`src/rtl/mbx_pkg.sv`:
```
// Package: shared sizing for the host/controller mailbox.
// Assumes byte-wide registers and one control slot right above the data bank.
package mbx_pkg;
    localparam int MBX_NREG      = 16;
    localparam int MBX_DW        = 8;
    localparam int MBX_AW        = 5;
    localparam int MBX_CTRL_ADDR = 16;
    localparam int MBX_RESP_IDX  = 13;
    localparam int MBX_EVT_IDX   = 15;
endpackage

```
`src/rtl/mbx_status_bit.sv`:
```
// Sticky status flag: set by an event, cleared by write-one from the owner.
// Assumes set and clear may coincide; the set wins so no event is lost.
module mbx_status_bit (
    input  logic clk,
    input  logic rst_n,
    input  logic set_i,
    input  logic clr_i,
    output logic q_o
);
    // Hold, set or clear the flag; set has priority over clear.
    always_ff @(posedge clk) begin
        if (!rst_n)     q_o <= 1'b0;
        else if (set_i) q_o <= 1'b1;
        else if (clr_i) q_o <= 1'b0;
    end
endmodule

```
`src/rtl/mbx_data_bank.sv`:
```
// Bank of NREG data bytes written from two buses.
// Assumes write enables are already qualified to data addresses.
// The controller write wins a same-index collision. The event index
// treats host writes as a masked acknowledge, not a store.
module mbx_data_bank #(
    parameter int             NREG     = 16,
    parameter int             DW       = 8,
    parameter int             AW       = 5,
    parameter int             EVT_IDX  = 15,
    parameter logic [DW-1:0]  ACK_MASK = 8'h3F
) (
    input  logic          clk,
    input  logic          rst_n,
    input  logic          h_we,
    input  logic [AW-1:0] h_addr,
    input  logic [DW-1:0] h_wdata,
    input  logic          b_we,
    input  logic [AW-1:0] b_addr,
    input  logic [DW-1:0] b_wdata,
    output logic [DW-1:0] regs_o [NREG],
    output logic          clash_o
);
    logic clash_now;

    // Detect both buses hitting the same data index this cycle.
    always_comb clash_now = h_we && b_we && (h_addr == b_addr);

    // Register the collision so the flag lasts exactly one cycle.
    always_ff @(posedge clk) begin
        if (!rst_n) clash_o <= 1'b0;
        else        clash_o <= clash_now;
    end

    for (genvar i = 0; i < NREG; i++) begin : g_reg
        localparam logic [AW-1:0] IDX = AW'(i);
        logic hsel, bsel;
        assign hsel = h_we && (h_addr == IDX);
        assign bsel = b_we && (b_addr == IDX);

        if (i == EVT_IDX) begin : g_evt
            // Event byte: controller stores, host clears acknowledgeable bits.
            always_ff @(posedge clk) begin
                if (!rst_n)    regs_o[i] <= '0;
                else if (bsel) regs_o[i] <= b_wdata;
                else if (hsel) regs_o[i] <= regs_o[i] & ~(h_wdata & ACK_MASK);
            end
        end else begin : g_plain
            // Plain byte: controller write first, then host write.
            always_ff @(posedge clk) begin
                if (!rst_n)    regs_o[i] <= '0;
                else if (bsel) regs_o[i] <= b_wdata;
                else if (hsel) regs_o[i] <= h_wdata;
            end
        end
    end
endmodule

```
`src/rtl/host_bmc_mailbox.sv`:
```
// Top of the host/controller mailbox: data bank, two control registers,
// two sticky status bits and their interrupts.
// Assumes single-cycle write strobes and combinational reads on each bus.
module host_bmc_mailbox
    import mbx_pkg::*;
#(
    parameter int            NREG      = MBX_NREG,
    parameter int            DW        = MBX_DW,
    parameter int            AW        = MBX_AW,
    parameter int            CTRL_ADDR = MBX_CTRL_ADDR,
    parameter int            RESP_IDX  = MBX_RESP_IDX,
    parameter int            EVT_IDX   = MBX_EVT_IDX,
    parameter logic [DW-1:0] ACK_MASK  = 8'h3F
) (
    input  logic          clk,
    input  logic          rst_n,
    input  logic          h_wr,
    input  logic [AW-1:0] h_addr,
    input  logic [DW-1:0] h_wdata,
    output logic [DW-1:0] h_rdata,
    input  logic          b_wr,
    input  logic [AW-1:0] b_addr,
    input  logic [DW-1:0] b_wdata,
    output logic [DW-1:0] b_rdata,
    output logic          h_irq,
    output logic          b_irq,
    output logic          bus_clash
);
    localparam int            IW    = $clog2(NREG);
    localparam logic [AW-1:0] CTRLA = AW'(CTRL_ADDR);
    localparam logic [AW-1:0] RESPA = AW'(RESP_IDX);
    localparam logic [AW-1:0] EVTA  = AW'(EVT_IDX);

    logic [DW-1:0] regs [NREG];
    logic [DW-1:0] evt_q;
    logic          h_data_we, b_data_we, h_ctrl_we, b_ctrl_we;
    logic          h_stat, b_stat, h_evt_en;
    logic          h_set, b_set;

    // Decode writes into data-bank and control-register strobes.
    always_comb begin
        h_data_we = h_wr && (h_addr < AW'(NREG));
        b_data_we = b_wr && (b_addr < AW'(NREG));
        h_ctrl_we = h_wr && (h_addr == CTRLA);
        b_ctrl_we = b_wr && (b_addr == CTRLA);
    end

    mbx_data_bank #(
        .NREG(NREG), .DW(DW), .AW(AW), .EVT_IDX(EVT_IDX), .ACK_MASK(ACK_MASK)
    ) u_bank (
        .clk(clk), .rst_n(rst_n),
        .h_we(h_data_we), .h_addr(h_addr), .h_wdata(h_wdata),
        .b_we(b_data_we), .b_addr(b_addr), .b_wdata(b_wdata),
        .regs_o(regs), .clash_o(bus_clash)
    );

    assign evt_q = regs[EVT_IDX];

    // Host event-notification enable, loaded from host control bit 1.
    always_ff @(posedge clk) begin
        if (!rst_n)         h_evt_en <= 1'b0;
        else if (h_ctrl_we) h_evt_en <= h_wdata[1];
    end

    // Interrupt causes: response commit or enabled event toward host, doorbell toward controller.
    always_comb begin
        h_set = b_wr && ((b_addr == RESPA) || ((b_addr == EVTA) && h_evt_en));
        b_set = h_ctrl_we && h_wdata[0];
    end

    mbx_status_bit u_hstat (
        .clk(clk), .rst_n(rst_n),
        .set_i(h_set), .clr_i(h_ctrl_we && h_wdata[7]), .q_o(h_stat)
    );

    mbx_status_bit u_bstat (
        .clk(clk), .rst_n(rst_n),
        .set_i(b_set), .clr_i(b_ctrl_we && b_wdata[7]), .q_o(b_stat)
    );

    assign h_irq = h_stat;
    assign b_irq = b_stat;

    // Host read mux: data bank, host control view, else zero.
    always_comb begin
        if (h_addr < AW'(NREG))  h_rdata = regs[h_addr[IW-1:0]];
        else if (h_addr == CTRLA) h_rdata = {h_stat, {(DW-3){1'b0}}, h_evt_en, 1'b0};
        else                      h_rdata = '0;
    end

    // Controller read mux: data bank, controller control view, else zero.
    always_comb begin
        if (b_addr < AW'(NREG))  b_rdata = regs[b_addr[IW-1:0]];
        else if (b_addr == CTRLA) b_rdata = {b_stat, {(DW-1){1'b0}}};
        else                      b_rdata = '0;
    end
endmodule

```
`config.mk`:
```
export PLATFORM = sky130hd
export DESIGN_NAME = host_bmc_mailbox
export DESIGN_NICKNAME = d
export VERILOG_FILES = /design/src/rtl/mbx_pkg.sv /design/src/rtl/mbx_status_bit.sv /design/src/rtl/mbx_data_bank.sv /design/src/rtl/host_bmc_mailbox.sv
export SDC_FILE = /design/constraint.sdc
export NUM_CORES = 1
export LEC_CHECK = 0
export BUFFER_PORTS_ARGS = -buffer_cell sky130_fd_sc_hd__buf_4
export CAP_MARGIN = 20
export CORE_MARGIN = 2
export CORE_UTILIZATION = 62
export CTS_CLUSTER_DIAMETER = 200
export CTS_CLUSTER_SIZE = 25
export DETAILED_ROUTE_END_ITERATION = 8
export HOLD_SLACK_MARGIN = 0.02
export MAX_ROUTING_LAYER = met4
export PLACE_DENSITY = 0.87
export SLEW_MARGIN = 20
export SYNTH_ARGS = -nofsm -noshare
export SYNTH_HDL_FRONTEND = slang
export SYNTH_SLANG_ARGS = --single-unit
export TNS_END_PERCENT = 10
```
`constraint.sdc`:
```
create_clock -name clk -period 2.55 [get_ports clk]
set_input_delay 0.51 -clock clk [delete_from_list [all_inputs] [get_ports clk]]
set_output_delay 0.51 -clock clk [all_outputs]
set_load 0.1 [all_outputs]
```
==> run_results.csv, run 1 <==
group,metric,value,unit
clocking,clk-insertion-delay-late,430,ps
sta,fin_skew,5.721,ps
power,power,5.248,mW
synth,synth_top_area_share,32.95,%
sta,max_freq,393.9,MHz
detailed_routing,drt_iter0_markers,1434,
sta,finalSetupViolCount,0,
worst_setup_path,cp.buffers_inverters,3,
power,power_density,563.3,nW/um^2
power,switchingPower,1.422,mW
synth,synthesis.area,8019,um^2
synth,synth_fa_ha_area_share,0,%
clocking,cts_tree,"done",
detailed_routing,vias,7955,
power,sw_frac_of_total,27.09,%
synth,synth_top_family_by_area,"multiplexers",
die,floorplan.initialDensity,63.54,%
synth,ys_seq_area_share,32.95,%
synth,synth_mux_area_share,29.07,%
sta,hold_ws,434.1,ps
synth,synth_nets,908,
synth,yosys.area.top_type,"dfxtp_1",
synth,yosys_warnings,0,
layout,final_common_cell,"dfxtp_1",
clocking,cts_buffers,17,
detailed_routing,wl,26280,um
sta,period_needed,2539,ps
power,pwr-share-clk,47.1,%
layout,nets,922,
synth,synthArstFlopShare,0,%
sta,max_slew_margin,59.58,%
grt,grt_max_degree,88,
sta,finalCritPeriodShare,99.56,%
synth,synth-simple-area-share,13.67,%
sta,rsz0062_at_grt,"false",
die,pin_count,49,
clocking,cts_buffer_depth,2,
worst_hold_path,hold_path.class,"input port to register",
worst_hold_path,hold_depth,3,
sta,fin_ws,11.19,ps
grt,antenna_found_initial,0,
die,die_y,117.7,um
worst_setup_path,crit_path_end_kind,"output pin",
detailed_routing,vias_per_cell,7.386,
detailed_routing,drt_first_pass_iters,6,
worst_setup_path,reg2regPathDepth,2,
power,leakagePower,3.531,nW
power,seqPwrFrac,40.7,%
worst_setup_path,crit_family,"multiplexers",
die,core_area,12620,um^2
worst_setup_path,crit_fanout,5,
die,die_x,117.7,um
synth,synthFlopType,"dfxtp_1",
grt,grt_pass1_wl,40640,um
sta,hold_viol_final,0,
worst_setup_path,arrival,2030,ps
die,die-area,13860,um^2
grt,grt_pass1_vias,7426,
synth,synth_compound_area_share,18.26,%
synth,synth_edf_count,0,
grt,gr-total-overflow,0,
synth,postSynthAreaPerCell,9.133,um^2
synth,synth_xor_area_share,0.4369,%
layout,n_antenna_cell,0,
layout,drive_gt1_share,24.42,%
sta,worst_pin_slew,604.8,ps
clocking,clock_sinks,132,
worst_setup_path,crit_type,"input port to output pin",
power,p_int,3.827,mW
sta,maxSlewViolCount,0,
power,ir_drop,0.4527,mV
placement,io_buffer_count,48,
worst_setup_path,cp_common_cell,"buf_4",
placement,dp_slack,-31.66,ps
layout,layout_common_cells,"dfxtp_1 (132), nand2_1 (109), mux2i_1 (98)",
detailed_routing,drc_errors,0,
flow_run,maxCapViolations,0,
worst_setup_path,critical_path.max_stage_delay,490,ps
worst_setup_path,cp.depth,6,
worst_setup_path,cp.required,2040,ps
clocking,cts_htree_levels,4,
outcome,status,"completed",
detailed_routing,wire_per_inst,24.40,um
clocking,clk_pin_slew_worst_paths,60,ps
placement,dpl.hpwl,16980,um
synth,synth_cells,878,
worst_setup_path,cp_slowest_cell,"mux4_2",
layout,utilization,73.84,%
power,combPwrFrac,12.2,%
synth,synth-seq-cells,132,
synth,synth_cell_types,41,
layout,area_growth,16.20,%
synth,synth_area_leaders,"dfxtp_1 (33%), mux4_2 (17%), mux2i_1 (12%)",
detailed_routing,drtAntennaViolNets,0,
worst_setup_path,path_cells,"buf_4, buf_4, mux4_2, mux2i_1, o22ai_2, buf_4",
sta,fin_tns_setup,0,ps
grt,grt_usage,38.82,%
die,std_cell_rows,41,
placement,gp_congestion,1.015,
clocking,cts_root_buf,"clkbuf_16",
worst_setup_path,worst_setup_path_start_kind,"input port",
[stage by stage]
| stage | instances | instance area [um^2] |
|---|---|---|
| floorplan | 878 | 8130 |
| global placement | 1045 | 8697 |
| CTS | 1077 | 9301 |
| finish | 1077 | 9318 |
| detailed placement | 1045 | 8697 |
| global route | 1077 | 9318 |
[path summary, 6_finish.rpt]
kind / start / end / slack [ps]
min reg2reg: u_bank.regs_o[21] / u_bank.regs_o[21] / 500
max reg2reg: u_bank.regs_o[15] / u_bank.regs_o[15] / 1680
min: h_addr[4] / u_bank.clash_o / 430
max: h_addr[0] / h_rdata[0] / 10
[final cells by class]
| class | count | area [um^2] |
|---|---|---|
| clock inverters | 12 | 130.1 |
| clock buffers | 20 | 456.7 |
| fillers | 875 | 3302 |
| multi-input cells | 641 | 5026 |
| well taps | 172 | 215.2 |
| inverters | 5 | 18.77 |
| repair buffers | 95 | 828.3 |
| flip-flops and latches | 132 | 2643 |
[cell usage after synthesis, types with 2 or more instances]
cell type  count
xnor2_1        4
buf_2         27
mux4_2        59
mux2i_1       99
a211oi_2       8
nand4_1        6
and2_1         5
o22ai_1       12
buf_1          4
nand2_1      109
nand2_2        3
a31oi_1       24
nor2b_1        4
inv_1          4
nor4bb_1       2
nor2_1        48
and4bb_2       2
a311oi_1      32
a22oi_1        9
and4b_1        2
buf_4          4
nand3_1       51
o21ai_0       81
o211ai_1       3
a21oi_1       66
dfxtp_1      132
clkbuf_1      64
[logic make-up (layout without fill, tap and decap cells)]
logic type,after synthesis,after routing
buffers and inverters,105,132
AOI/OAI and AO/OA,239,239
and+or+nand+nor,239,239
muxes,159,159
DFF,132,132
xor gates and xnor gates,4,4
[power by group through the flow]
| stage | Sequential [mW] | Combinational, mW | Clock (mW) |
|---|---|---|---|
| 2_1_floorplan | 2.17 | 0.421 | 0 |
| 3_5_place_dp | 2.18 | 0.611 | 0 |
| 5_1_grt | 2.14 | 0.668 | 2.56 |
| 3_3_place_gp | 2.17 | 0.600 | 0 |
| 4_1_cts | 2.13 | 0.619 | 2.46 |
| 6_report | 2.14 | 0.640 | 2.47 |
[worst reg2reg max path, stage by stage, from the launching register on]
cell and delay, ps:
dfxtp_1 380, nand2_1 90, a311oi_1 300
[registers in the layout, summed over array words and instances (netlist names)]
register / count
h_evt_en: 1
u_bank.clash_o: 1
u_bank.regs_o: 128
u_bstat.q_o: 1
u_hstat.q_o: 1
[what timing repair did]
item                       in CTS  in global routing
cloned                          0                  0
setup buffers                   0                  0
hold buffers                    0                  0
gates resized for setup         4                  4
setup endpoints to repair       6                  8
[layer usage]
layer	wire [um]	track usage, %
met4	1525	22.59
met3	3567	9.932
met2	12060	58.03
met1	9128	47.76
met5	0	-
No activity file was read; power rests on OpenSTA's default activity.
==> run 2: changes to the inputs <==
--- a/config.mk
+++ b/config.mk
@@ -7,7 +7,7 @@
 export LEC_CHECK = 0
 export BUFFER_PORTS_ARGS = -buffer_cell sky130_fd_sc_hd__buf_4
 export CAP_MARGIN = 20
-export CORE_MARGIN = 2
+export CORE_MARGIN = 5
 export CORE_UTILIZATION = 62
 export CTS_CLUSTER_DIAMETER = 200
 export CTS_CLUSTER_SIZE = 25
==> run_results.csv, run 2 (synthesized netlist as in run 1, its figures left out) <==
group,metric,value,unit
outcome,status,"complete, but fails checks",
outcome,violations,"negative setup slack",
worst_setup_path,cp_slowest_cell,"mux4_2",
worst_setup_path,path_cells,"buf_4, buf_12, mux4_2, mux2i_1, o22ai_2, buf_4",
power,ir_drop,0.5082,mV
die,pin_count,49,
layout,n_antenna_cell,0,
clocking,clk-insertion-delay-late,430,ps
detailed_routing,drtAntennaViolNets,0,
flow_run,maxCapViolations,0,
worst_setup_path,crit_path_end_kind,"output pin",
layout,multi_input_area,5032,um^2
clocking,cts_htree_levels,4,
placement,dpl.hpwl,16830,um
die,die-area,15310,um^2
detailed_routing,vias,7893,
worst_setup_path,r2r_setup_slack,1710,ps
power,switchingPower,1.388,mW
layout,fill_cells,839,
sta,period_needed,2583,ps
clocking,clk_pin_slew_worst_paths,60,ps
worst_setup_path,cp.required,2040,ps
clocking,cts_buffers,17,
layout,nets,921,
sta,finalCritPeriodShare,101.3,%
worst_hold_path,hold_depth,3,
power,combPwrFrac,11.6,%
layout,drive_gt1_share,24.45,%
sta,rsz0062_at_grt,"true",
grt,grt_pass1_wl,41390,um
power,p_int,4.121,mW
grt,gr-total-overflow,0,
worst_setup_path,crit_type,"input port to output pin",
die,core_area,12670,um^2
clocking,cts_buffer_depth,2,
die,die_y,123.7,um
detailed_routing,drc_errors,0,
power,power_density,588.9,nW/um^2
sta,fin_skew,0.02223,ps
grt,antenna_found_initial,0,
placement,io_buffer_count,48,
sta,worst_pin_slew,634.9,ps
layout,area_growth,16.65,%
grt,grt_max_degree,51,
grt,grt_usage,36.55,%
layout,seq_area,2643,um^2
worst_setup_path,arrival,2070,ps
clocking,cts_tree,"done",
die,floorplan.initialDensity,63.29,%
sta,fin_ws,-33.48,ps
layout,layout_common_cells,"dfxtp_1 (132), nand2_1 (109), mux2i_1 (98)",
detailed_routing,vias_per_cell,7.336,
worst_setup_path,reg2regPathDepth,2,
worst_setup_path,crit_family,"multiplexers",
sta,hold_viol_final,0,
layout,utilization,73.82,%
worst_setup_path,cp_common_cell,"buf_4",
worst_hold_path,hold_end,"u_bank.clash_o",
clocking,postCtsSetupBuffers,0,
worst_hold_path,hold_path.class,"input port to register",
detailed_routing,drt_iter0_markers,1407,
die,die_x,123.7,um
power,seqPwrFrac,38.8,%
worst_hold_path,min_from,"h_addr[4]",
power,leakagePower,3.560,nW
sta,finalSetupViolCount,1,
layout,final_common_cell,"dfxtp_1",
worst_setup_path,critical_path.max_stage_delay,520,ps
detailed_routing,wire_per_inst,24.76,um
detailed_routing,wl,26640,um
worst_setup_path,r2r-end,"u_bank.regs_o[124]",
worst_setup_path,r2r-start,"u_bank.regs_o[124]",
clocking,clock_sinks,132,
grt,grt_pass1_vias,7647,
clocking,cts_root_buf,"clkbuf_16",
layout,largest_reg_flops,128,
power,pwr-share-clk,49.7,%
worst_setup_path,cp.buffers_inverters,3,
worst_setup_path,worst_setup_path_start_kind,"input port",
detailed_routing,drt_first_pass_iters,6,
power,power,5.509,mW
placement,gp_congestion,0.9511,
sta,max_slew_margin,57.57,%
die,std_cell_rows,41,
sta,max_freq,387.1,MHz
worst_setup_path,crit_fanout,14,
sta,maxSlewViolCount,0,
layout,largest-register,"u_bank.regs_o",
power,sw_frac_of_total,25.19,%
[run 2: routing by layer]
layer / GRT usage [%] / routed length (um)
met1: 46.58 / 9310
met5: - / 0
met2: 54.11 / 12050
met3: 8.583 / 3629
met4: 19.52 / 1646
[run 2: through the flow]
| stage | setup WS, ps | hold slack [ps] | instance area, um^2 | setup TNS [ps] | instances |
|---|---|---|---|---|---|
| 2_1_floorplan | -704.5 | 452.8 | 8130 | -4924 | 878 |
| 3_3_place_gp | -46.20 | 470.2 | 8652 | -199.0 | 1044 |
| 3_5_place_dp | -100.7 | 478.6 | 8652 | -473.7 | 1044 |
| 4_1_cts | -14.74 | 435.3 | 9328 | -14.74 | 1076 |
| 5_1_grt | -33.15 | 457.3 | 9354 | -34.18 | 1076 |
| 6_report | -33.48 | 448.6 | 9354 | -33.48 | 1076 |
[run 2: worst min-delay path: cells and delay by family]
| family | cells | cell delay [ps] |
|---|---|---|
| and+or+nand+nor | 2 | 170 |
| buffers and inverters | 1 | 150 |
[run 2: worst max-delay path by stage]
| stage | slack, ps | to | depth (start not counted) | from |
|---|---|---|---|---|
| after global routing | -30 | h_rdata[3] | 6 | h_addr[0] |
| final | -30 | h_rdata[3] | 6 | h_addr[0] |
| after floorplan | -700 | b_rdata[7] | 7 | b_addr[1] |
| after global placement | -50 | b_rdata[5] | 6 | b_addr[0] |
| after detailed placement | -100 | b_rdata[3] | 6 | b_addr[0] |
| after CTS | -10 | b_rdata[5] | 5 | b_addr[0] |
[run 2: final cells by class]
class,instances,share of cell area [%]
multi-input combinational,641,53.80
sequential,132,28.25
timing repair buffer,94,8.414
clock buffer,20,4.882
tap,172,2.301
clock inverter,12,2.154
inverter,5,0.2006
[run 2: power by group through the flow]
stage                     sequential (mW)  combinational (mW)  clock, mW
final                                2.14               0.638       2.74
after floorplan                      2.17               0.421          0
after CTS                            2.13               0.614       2.74
after detailed placement             2.18               0.603          0
after global routing                 2.14               0.668       2.83
after global placement               2.17               0.591          0
[run 2: repair_timing]
item / CTS / global route
hold buffers: 0 / 0
endpoints found under the setup margin: 7 / 10
gates resized for setup: 4 / 6
pin swaps: 0 / 1
